==> config.mk <==
export PLATFORM = sky130hd
export DESIGN_NAME = cfg_stream_hdr_parser
export DESIGN_NICKNAME = d
export VERILOG_FILES = /design/src/rtl/csh_pkg.sv /design/src/rtl/csh_be_accum.sv /design/src/rtl/csh_down_cnt.sv /design/src/rtl/cfg_stream_hdr_parser.sv
export SDC_FILE = /design/constraint.sdc
export NUM_CORES = 1
export LEC_CHECK = 0
export BUFFER_PORTS_ARGS = -buffer_cell sky130_fd_sc_hd__clkbuf_2
export CAP_MARGIN = 10
export CORE_MARGIN = 3
export CORE_UTILIZATION = 37
export DETAILED_ROUTE_END_ITERATION = 10
export SLEW_MARGIN = 20
export SYNTH_ARGS = -nofsm -noshare
export SYNTH_HDL_FRONTEND = slang
export SYNTH_SLANG_ARGS = --single-unit
==> constraint.sdc <==
create_clock -name clk -period 7.8 [get_ports clk]
set_input_delay 1.17 -clock clk [delete_from_list [all_inputs] [get_ports clk]]
set_output_delay 1.17 -clock clk [all_outputs]
set_load 0.02 [all_outputs]
==> src/rtl/csh_pkg.sv <==
// Package: shared state encoding and tag constants for the configuration
// bit-file header parser. Assumes 8-bit stream bytes.
package csh_pkg;
    typedef enum logic [3:0] {
        S_LEN0,  // first preamble length
        S_SKIP,  // discarded preamble bytes
        S_LEN1,  // second preamble length
        S_TAG,   // record tag byte
        S_SLEN,  // string record length
        S_STR,   // string characters
        S_PLEN,  // payload length
        S_PAY,   // payload pass-through
        S_DONE,  // payload complete
        S_ERR    // aborted
    } csh_state_e;

    localparam logic [7:0] TAG_STR_FIRST = 8'h61;
    localparam logic [7:0] TAG_PAYLOAD   = 8'h65;
endpackage

==> src/rtl/csh_be_accum.sv <==
// Module: big-endian length accumulator. Each accepted byte shifts in at the
// bottom, so after K shifts the low 8*K bits hold a K-byte big-endian value.
// Assumes the caller only reads as many low bits as bytes it shifted in.
module csh_be_accum #(
    parameter int W = 32
) (
    input  logic         clk,
    input  logic         rst_n,
    input  logic         shift,
    input  logic [7:0]   din,
    output logic [W-1:0] acc_nxt
);
    logic [W-1:0] acc_q;

    // Next value with the incoming byte as the least significant byte.
    assign acc_nxt = {acc_q[W-9:0], din};

    // Shift register holding the bytes collected so far.
    always_ff @(posedge clk) begin
        if (!rst_n)     acc_q <= '0;
        else if (shift) acc_q <= acc_nxt;
    end
endmodule

==> src/rtl/csh_down_cnt.sv <==
// Module: loadable down counter for record bodies (skip, string, payload).
// Assumes the controller never loads and decrements in the same cycle, and
// never loads zero into a body it will walk.
module csh_down_cnt #(
    parameter int W = 32
) (
    input  logic         clk,
    input  logic         rst_n,
    input  logic         load,
    input  logic [W-1:0] load_val,
    input  logic         dec,
    output logic         is_one
);
    logic [W-1:0] cnt_q;

    // Remaining byte count of the current record body.
    always_ff @(posedge clk) begin
        if (!rst_n)    cnt_q <= '0;
        else if (load) cnt_q <= load_val;
        else if (dec)  cnt_q <= cnt_q - 1'b1;
    end

    // Flags the last byte of the body.
    assign is_one = (cnt_q == W'(1));

    AST_NO_UNDERFLOW: assert property (@(posedge clk) disable iff (!rst_n)
        dec |-> (cnt_q != '0));
endmodule

==> src/rtl/cfg_stream_hdr_parser.sv <==
// Module: configuration bit-file header parser (top). It walks the preamble
// and the tagged records, latches the string and payload lengths, forwards
// string bytes with a field code, and passes the payload to a loader.
// Assumes a valid/ready input where data is held until accepted, and a loader
// that drives pay_ready on every cycle.
module cfg_stream_hdr_parser
    import csh_pkg::*;
#(
    parameter int HDR_LEN_W  = 16,
    parameter int PAY_LEN_W  = 32,
    parameter int NUM_FIELDS = 4
) (
    input  logic                 clk,
    input  logic                 rst_n,
    input  logic [7:0]           in_data,
    input  logic                 in_valid,
    input  logic                 in_last,
    output logic                 in_ready,
    output logic [7:0]           str_data,
    output logic                 str_valid,
    output logic [1:0]           str_field,
    output logic [HDR_LEN_W-1:0] len_design,
    output logic [HDR_LEN_W-1:0] len_part,
    output logic [HDR_LEN_W-1:0] len_date,
    output logic [HDR_LEN_W-1:0] len_time,
    output logic [PAY_LEN_W-1:0] pay_len,
    output logic                 pay_start,
    output logic [7:0]           pay_data,
    output logic                 pay_valid,
    input  logic                 pay_ready,
    output logic                 pay_done,
    output logic                 err_tag,
    output logic                 err_trunc
);
    localparam int HDR_BYTES = HDR_LEN_W / 8;
    localparam int PAY_BYTES = PAY_LEN_W / 8;
    localparam int IDX_W     = $clog2(PAY_BYTES);
    localparam int FLD_W     = $clog2(NUM_FIELDS);
    localparam logic [7:0] TAG_STR_LAST = TAG_STR_FIRST + 8'(NUM_FIELDS - 1);

    csh_state_e           state_q, state_n;
    logic [IDX_W-1:0]     idx_q;
    logic [FLD_W-1:0]     field_q;
    logic [HDR_LEN_W-1:0] fld_len_q [NUM_FIELDS];
    logic [PAY_LEN_W-1:0] pay_len_q;
    logic                 start_q, err_tag_q, err_trunc_q;

    logic                 fire, in_len, len_last, len_done, cnt_one;
    logic                 tag_str, tag_bad, trunc, cnt_load, cnt_dec;
    logic [PAY_LEN_W-1:0] acc_nxt, cnt_val;
    logic [HDR_LEN_W-1:0] hdr_val;

    assign fire     = in_valid & in_ready;
    assign in_len   = (state_q == S_LEN0) || (state_q == S_LEN1) ||
                      (state_q == S_SLEN) || (state_q == S_PLEN);
    assign len_last = (state_q == S_PLEN) ? (idx_q == IDX_W'(PAY_BYTES - 1))
                                          : (idx_q == IDX_W'(HDR_BYTES - 1));
    assign len_done = fire && in_len && len_last;
    assign hdr_val  = acc_nxt[HDR_LEN_W-1:0];
    assign tag_str  = (in_data >= TAG_STR_FIRST) && (in_data <= TAG_STR_LAST);

    csh_be_accum #(.W(PAY_LEN_W)) u_accum (
        .clk(clk), .rst_n(rst_n), .shift(fire && in_len),
        .din(in_data), .acc_nxt(acc_nxt)
    );

    assign cnt_load = len_done && (state_q != S_LEN1);
    assign cnt_val  = (state_q == S_PLEN) ? acc_nxt : PAY_LEN_W'(hdr_val);
    assign cnt_dec  = fire && ((state_q == S_SKIP) || (state_q == S_STR) ||
                               (state_q == S_PAY));

    csh_down_cnt #(.W(PAY_LEN_W)) u_cnt (
        .clk(clk), .rst_n(rst_n), .load(cnt_load), .load_val(cnt_val),
        .dec(cnt_dec), .is_one(cnt_one)
    );

    // Next-state decode of the tag/length walk, including both abort paths.
    always_comb begin
        state_n = state_q;
        tag_bad = 1'b0;
        unique case (state_q)
            S_LEN0: if (len_done) state_n = (hdr_val == '0) ? S_LEN1 : S_SKIP;
            S_SKIP: if (fire && cnt_one) state_n = S_LEN1;
            S_LEN1: if (len_done) state_n = S_TAG;
            S_TAG:  if (fire) begin
                        if (tag_str)                   state_n = S_SLEN;
                        else if (in_data == TAG_PAYLOAD) state_n = S_PLEN;
                        else begin state_n = S_ERR; tag_bad = 1'b1; end
                    end
            S_SLEN: if (len_done) state_n = (hdr_val == '0) ? S_TAG : S_STR;
            S_STR:  if (fire && cnt_one) state_n = S_TAG;
            S_PLEN: if (len_done) state_n = (acc_nxt == '0) ? S_DONE : S_PAY;
            S_PAY:  if (fire && cnt_one) state_n = S_DONE;
            default: state_n = state_q;
        endcase
        trunc = fire && in_last && !tag_bad && (state_n != S_DONE);
        if (trunc) state_n = S_ERR;
    end

    // State, byte index within a length field, and current string field.
    always_ff @(posedge clk) begin
        if (!rst_n) begin
            state_q <= S_LEN0;
            idx_q   <= '0;
            field_q <= '0;
        end else begin
            state_q <= state_n;
            if (len_done)           idx_q <= '0;
            else if (fire && in_len) idx_q <= idx_q + 1'b1;
            if (fire && state_q == S_TAG && tag_str)
                field_q <= FLD_W'(in_data - TAG_STR_FIRST);
        end
    end

    // Payload length, start strobe and sticky error flags.
    always_ff @(posedge clk) begin
        if (!rst_n) begin
            pay_len_q   <= '0;
            start_q     <= 1'b0;
            err_tag_q   <= 1'b0;
            err_trunc_q <= 1'b0;
        end else begin
            start_q <= len_done && (state_q == S_PLEN);
            if (len_done && state_q == S_PLEN) pay_len_q <= acc_nxt;
            if (tag_bad) err_tag_q   <= 1'b1;
            if (trunc)   err_trunc_q <= 1'b1;
        end
    end

    // One length register per string field.
    for (genvar g = 0; g < NUM_FIELDS; g++) begin : g_fld
        always_ff @(posedge clk) begin
            if (!rst_n) fld_len_q[g] <= '0;
            else if (len_done && state_q == S_SLEN && field_q == FLD_W'(g))
                fld_len_q[g] <= hdr_val;
        end
    end

    assign len_design = fld_len_q[0];
    assign len_part   = fld_len_q[1];
    assign len_date   = fld_len_q[2];
    assign len_time   = fld_len_q[3];

    // Input readiness: follows the loader during the payload, closed at the end.
    always_comb begin
        unique case (state_q)
            S_PAY:         in_ready = pay_ready;
            S_DONE, S_ERR: in_ready = 1'b0;
            default:       in_ready = 1'b1;
        endcase
    end

    assign str_data  = in_data;
    assign str_valid = (state_q == S_STR) && in_valid;
    assign str_field = 2'(field_q);
    assign pay_data  = in_data;
    assign pay_valid = (state_q == S_PAY) && in_valid;
    assign pay_len   = pay_len_q;
    assign pay_start = start_q;
    assign pay_done  = (state_q == S_DONE);
    assign err_tag   = err_tag_q;
    assign err_trunc = err_trunc_q;

    AST_START_PULSE: assert property (@(posedge clk) disable iff (!rst_n)
        pay_start |=> !pay_start);
    AST_DONE_HOLD: assert property (@(posedge clk) disable iff (!rst_n)
        pay_done |=> pay_done);
    AST_ERR_HOLD: assert property (@(posedge clk) disable iff (!rst_n)
        (err_tag || err_trunc) |=> (err_tag || err_trunc));
    AST_CLOSED_AFTER_END: assert property (@(posedge clk) disable iff (!rst_n)
        (pay_done || err_tag || err_trunc) |-> (!in_ready && !str_valid && !pay_valid));
    AST_DONE_NOT_ERR: assert property (@(posedge clk) disable iff (!rst_n)
        !(pay_done && (err_tag || err_trunc)));
    AST_STR_NOT_PAY: assert property (@(posedge clk) disable iff (!rst_n)
        !(str_valid && pay_valid));
    AST_READY_FOLLOWS_LOADER: assert property (@(posedge clk) disable iff (!rst_n)
        pay_valid |-> (in_ready == pay_ready));
endmodule

==> flow_metrics.py, run 1 <==
metrics = {
    "outcome": {
        "status": "completed",
    },
    "global_route": {
        "grt_start_max_net_pins": 81,
        "antenna_found_initial": 0,
        "grt_pass1_vias": 5593,
        "grt_usage": 0.183,
        "grt.overflow.total": 0,
        "gr-usage-met1": 0.235,
        "top_usage_layer": "met2",
        "grt_pass1_wl_um": 31200,
        "met3_usage": 0.0490,
        "grtUsageMet2": 0.297,
    },
    "finish": {
        "nets": 902,
        "diodes": 0,
        "area_growth_pct": 17.7,
        "drive_above_1_share": 0.213,
        "fin_area_um2": 8570,
    },
    "clocking": {
        "worstSkewPairLatency_ps": 430,
        "cts_made_buffers": 17,
        "numClockSinks": 163,
        "cts_resized": 0,
        "cts_tree": "built",
        "cts.hold.buffers_added": 0,
        "cts-root-buf": "clkbuf_16",
        "htreeDepth": 4,
        "clockBufferDepth": 2,
        "clk_pin_slew_worst_paths_ps": 60,
        "cts_setup_buffers": 0,
    },
    "power": {
        "power.density_nw_per_um2": 246,
        "ir_drop_mv": 0.137,
        "power.leakage_nw": 3.32,
    },
    "sta": {
        "layout_min_cycle_time_ps": 3260,
        "max_freq_mhz": 307,
        "slew_headroom": 0.277,
        "rsz0062_at_grt": "no",
        "slew_violations": 0,
        "period_share": 0.418,
        "skew_ps": 7.99,
        "finalSetupTns_ps": 0,
        "setup_viol_count_final": 0,
        "worst_slew_pin_slew_ps": 1080,
        "holdWs_ps": 454,
        "finalHoldViolCount": 0,
    },
    "drt": {
        "drtAntennaViolNets": 0,
        "drt-wirelength-per-cell_um": 17.1,
        "drt_iter0_drc": 539,
        "routed_wl_um": 19800,
        "num_vias": 6006,
        "routed_via_density": 5.19,
        "drc": 0,
        "first_pass_iters": 5,
    },
    "min_path": {
        "hp-class": "reg2reg",
    },
    "synthesis": {
        "synth-edff-count": 64,
        "avgSynthCellArea_um2": 9.22,
        "syn_area_um2": 7280,
        "synthesis.nets": 807,
        "synth_ff_type": "dfxtp_1",
        "synthCells": 789,
        "synth.distinct_cells": 63,
        "async_reset_ff_frac": 0,
        "ys_ff_latch": 163,
        "yosysWarnings": 0,
        "ys_seq_area_frac": 0.536,
    },
    "worst_setup_path": {
        "critPathLaunchType": "primary input",
        "crit_fanout": 8,
        "critPathMaxStageDelay_ps": 510,
        "required_ps": 8110,
        "r2r_setup_slack_ps": 4860,
        "worstSetupPathType": "in2reg",
        "path_cells": "clkbuf_2, inv_1, ha_1, nor4b_1, nand4_1, nor3_1, a21oi_1, o41ai_1, nand3b_1, o221a_1",
        "cp.arrival_ps": 3570,
        "slowest_stage": "o41ai_1",
        "endpoint_kind": "flip-flop",
    },
    "placed_design": {
        "dp_hpwl_um": 13200,
        "dpl_cell_area_um2": 7990,
        "place_congestion": 0.812,
        "port_buffers": 133,
    },
    "die": {
        "ioPinCount": 134,
        "rows": 50,
        "initial_core_util": 0.383,
        "fp.dieH_um": 146,
        "die_w_um": 146,
        "dieArea_um2": 21400,
        "core_area_um2": 19000,
    },
    "flow_run": {
        "maxCapViolCount": 0,
    },
}
-- flip-flops by register name (all words and copies together) (netlist names) --
| name | count |
|---|---|
| str_field | 2 |
| err_trunc | 1 |
| state_q | 4 |
| pay_len | 32 |
| pay_start | 1 |
| err_tag | 1 |
| u_cnt.cnt_q | 32 |
| idx_q | 2 |
| u_accum.acc_q | 24 |
| fld_len_q | 64 |
-- worst paths after layout --
kind,startpoint,end,cells after the start
setup reg to reg,state_q[1],u_cnt.cnt_q[21],6
hold / removal,pay_len[1],pay_len[1],2
hold reg to reg,pay_len[1],pay_len[1],2
setup / recovery,in_data[1],err_trunc,10
-- cells in the mapped netlist, types with 6 or more instances --
cell type	number	area (um2)
clkbuf_1	41	154
dfxtp_1	99	1980
nor2_1	52	195
and3_1	7	43.8
buf_4	16	120
nor4_1	14	87.6
a31oi_1	9	56.3
and2_1	60	375
a211oi_1	13	97.6
a21oi_1	97	485
nand2_1	146	548
edfxtp_1	64	1920
inv_1	11	41.3
nor3_1	22	110
nand2b_1	6	37.5
nand3_1	7	35.0
o21ai_0	34	170
nand4_1	7	43.8
-- through the flow --
step	utilization	power, mW	setup WS, ps	std cells
6_report	0.451	2.11	4540	1157
5_1_grt	0.451	2.20	4290	1157
4_1_cts	0.451	2.12	4600	1157
3_5_place_dp	0.420	1.30	4140	1125
3_3_place_gp	0.420	1.30	4280	1125
2_1_floorplan	-	1.21	4070	789
-- cell families (layout without fill, tap and decap cells) --
family / Yosys count / after routing / share of synthesized area
compound gates: 182 / 182 / 0.145
xor+xnor: 6 / 6 / 0.00722
fa+ha+maj: 5 / 5 / 0.00860
buf+inv: 76 / 184 / 0.0543
flops: 163 / 163 / 0.536
mux: 3 / 3 / 0.00430
simple gates: 354 / 354 / 0.244
-- area by class of cell --
cell class,instances,area [um2]
tap,260,325
sequential,163,3900
timing repair buffer,141,726
multi-input combinational,550,2990
clock inverter,13,119
clock buffer,19,464
fill,1864,10500
inverter,11,41.3
-- report_power, final --
part           internal, mW  switching, mW
combinational         0.114          0.205
clock                 0.472          0.356
sequential            0.919         0.0449
total                  1.50          0.606
-- placed cells by master (no fill, tap or decap), drive strengths merged, types with 4 or more instances in the layout --
cell,instances
clkbuf,152
nand2,146
dfxtp,99
a21oi,97
edfxtp,64
and2,60
nor2,52
o21ai,34
nor3,27
inv,17
nor4,14
a211oi,13
a31oi,9
buf,8
nand4,8
nand3,8
and3,7
nand2b,6
or4,6
ha,5
clkinv,5
or3,4
xor2,4
o311ai,4
o31ai,4
-- critical path: cells and delay by family --
family	cells	cell delay [ps]
AND/OR/NAND/NOR	4	960
AO/OA/AOI/OAI	3	840
buffers and inverters	2	370
adder cells (fa/ha/maj)	1	210
-- routing by layer --
metal / vias up / share of wire / wire length [um]
met5: - / 0 / 0
met2: 243 / 0.46 / 9180
met3: 34 / 0.073 / 1450
met4: 0 / 0.026 / 514
met1: 2764 / 0.44 / 8680
li1: 2965 / - / -
Note: power is estimated with default switching activity, not from simulation.
==> inputs of run 2 (changes only) <==
==> constraint.sdc (replaced) <==
create_clock -name clk -period 2.75 [get_ports clk]
set_input_delay 0.4125 -clock clk [delete_from_list [all_inputs] [get_ports clk]]
set_output_delay 0.4125 -clock clk [all_outputs]
set_load 0.02 [all_outputs]
==> run 2 against run 1 <==
  * Power increased to 2.8 times the previous value
  * First-iteration DRC count decreased by 13%
  * Core utilization increased by 2.0 points
  * Clock skew increased by 1.2 ps
  * Via count increased by 2.7%
  * Final area increased by 4.3%
  * Worst hold slack got worse by 110 ps
  * Non-clock buffer count increased by 50
==> flow_metrics.py, run 2 (synthesized netlist as in run 1, its figures left out) <==
metrics = {
    "outcome": {
        "status": "completed",
    },
    "finish": {
        "largest_register": "fld_len_q",
        "area_growth_pct": 22.9,
        "drive_above_1_share": 0.256,
        "final_common_cell": "nand2_1",
        "stdcell_count": 1207,
        "largest_register_ffs": 64,
        "final.fill_count": 1863,
        "fin_area_um2": 8940,
        "diodes": 0,
        "nets": 952,
        "layout_common_cells": "nand2_1 (146), clkbuf_2 (133), dfxtp_1 (99)",
    },
    "placed_design": {
        "pre_cts_ws_ps": 84.5,
        "dp_hpwl_um": 14400,
        "place_congestion": 0.899,
        "port_buffers": 133,
        "dpl_cell_area_um2": 8390,
        "dp.cells": 1175,
    },
    "sta": {
        "period_share": 0.900,
        "finalSetupTns_ps": 0,
        "setup_viol_count_final": 0,
        "worst_slew_pin_slew_ps": 553,
        "rsz0062_at_grt": "no",
        "max_freq_mhz": 404,
        "skew_ps": 9.20,
        "layout_min_cycle_time_ps": 2480,
        "slew_headroom": 0.631,
        "setup_slack_ps": 274,
        "finalHoldViolCount": 0,
        "holdWs_ps": 343,
        "slew_violations": 0,
    },
    "worst_setup_path": {
        "reg2reg_depth": 7,
        "worstSetupPathType": "reg2reg",
        "crit_fanout": 11,
        "crit_end": "err_trunc",
        "critPathLaunchType": "flip-flop",
        "reg2reg_from": "state_q[2]",
        "endpoint_kind": "flip-flop",
        "required_ps": 3070,
        "crit_start": "state_q[2]",
        "reg2reg_to": "err_trunc",
        "cp.arrival_ps": 2790,
        "r2r_setup_slack_ps": 270,
    },
    "power": {
        "clockPowerShare": 0.371,
        "power.leakage_nw": 3.56,
        "intPower_mw": 4.18,
        "sequentialPowerShare": 0.455,
        "combinationalPowerShare": 0.173,
        "ir_drop_mv": 0.437,
        "p_sw_mw": 1.75,
        "power.density_nw_per_um2": 663,
        "p_sw_frac": 0.295,
    },
    "clocking": {
        "cts_tree": "built",
        "numClockSinks": 163,
        "cts_setup_buffers": 0,
        "clockBufferDepth": 2,
        "htreeDepth": 4,
        "cts_made_buffers": 17,
        "worstSkewPairLatency_ps": 430,
        "cts.hold.buffers_added": 0,
        "cts_resized": 0,
        "clk_pin_slew_worst_paths_ps": 60,
        "cts-root-buf": "clkbuf_16",
    },
    "global_route": {
        "grt_pass1_wl_um": 32400,
        "grt_start_max_net_pins": 42,
        "grt_usage": 0.191,
        "antenna_found_initial": 0,
        "grt_pass1_vias": 5843,
        "grt.overflow.total": 0,
    },
    "drt": {
        "drc": 0,
        "drtAntennaViolNets": 0,
        "drt-wirelength-per-cell_um": 17.1,
        "first_pass_iters": 5,
        "routed_via_density": 5.11,
        "num_vias": 6169,
        "routed_wl_um": 20700,
        "drt_iter0_drc": 467,
    },
    "die": {
        "dieArea_um2": 21400,
        "core_area_um2": 19000,
        "die_w_um": 146,
        "ioPinCount": 134,
        "rows": 50,
        "initial_core_util": 0.383,
        "fp.dieH_um": 146,
    },
    "min_path": {
        "hp-class": "in2reg",
    },
    "flow_run": {
        "maxCapViolCount": 0,
    },
}
## run 2: stage by stage
step / total power, mW / util
6_report: 5.93 / 0.470
5_1_grt: 6.19 / 0.470
4_1_cts: 5.96 / 0.470
3_5_place_dp: 3.77 / 0.441
3_3_place_gp: 3.77 / 0.441
2_1_floorplan: 3.44 / -
## run 2: area by class of cell
cell class / count / area (um2) / share of cell area
clock buffers: 18 / 439 / 0.0491
clock inverters: 14 / 103 / 0.0115
inverters: 11 / 41.3 / 0.00462
multi-input cells: 550 / 2990 / 0.334
flip-flops and latches: 163 / 3900 / 0.437
well taps: 260 / 325 / 0.0364
repair buffers: 191 / 1140 / 0.127
## run 2: worst min path at each step
stage | startpoint | end | cells after the start
after floorplan | u_accum.acc_q[23] | u_accum.acc_q[23] | 2
after detailed placement | pay_len[14] | pay_len[14] | 2
after global placement | pay_len[25] | pay_len[25] | 2
final | in_last | state_q[2] | 4
after CTS | in_last | state_q[1] | 4
after global routing | in_last | state_q[1] | 4
## run 2: critical path, stage by stage (launching register included)
cell and delay, ps:
dfxtp_1 520, nand2b_1 220, o221ai_1 250, nor4_2 470, nor2b_1 100, o41ai_1 450
nand3b_1 130, o221a_1 230
## run 2: routing by layer
| metal | vias to the layer above | global-route usage | wire length (um) |
|---|---|---|---|
| li1 | 3058 | - | - |
| met1 | 2885 | 0.242 | 9310 |
| met2 | 194 | 0.322 | 9800 |
| met3 | 32 | 0.0459 | 1120 |
| met4 | 0 | 0.0644 | 434 |
| met5 | - | 0 | 0 |
## run 2: power by group through the flow
stage               clock network, mW  registers (mW)  logic [mW]
detailed placement                  0            2.75        1.02
CTS                              2.24            2.70        1.03
finish                           2.20            2.70        1.03
floorplan                           0            2.77       0.669
global route                     2.34            2.71        1.14
global placement                    0            2.75        1.02
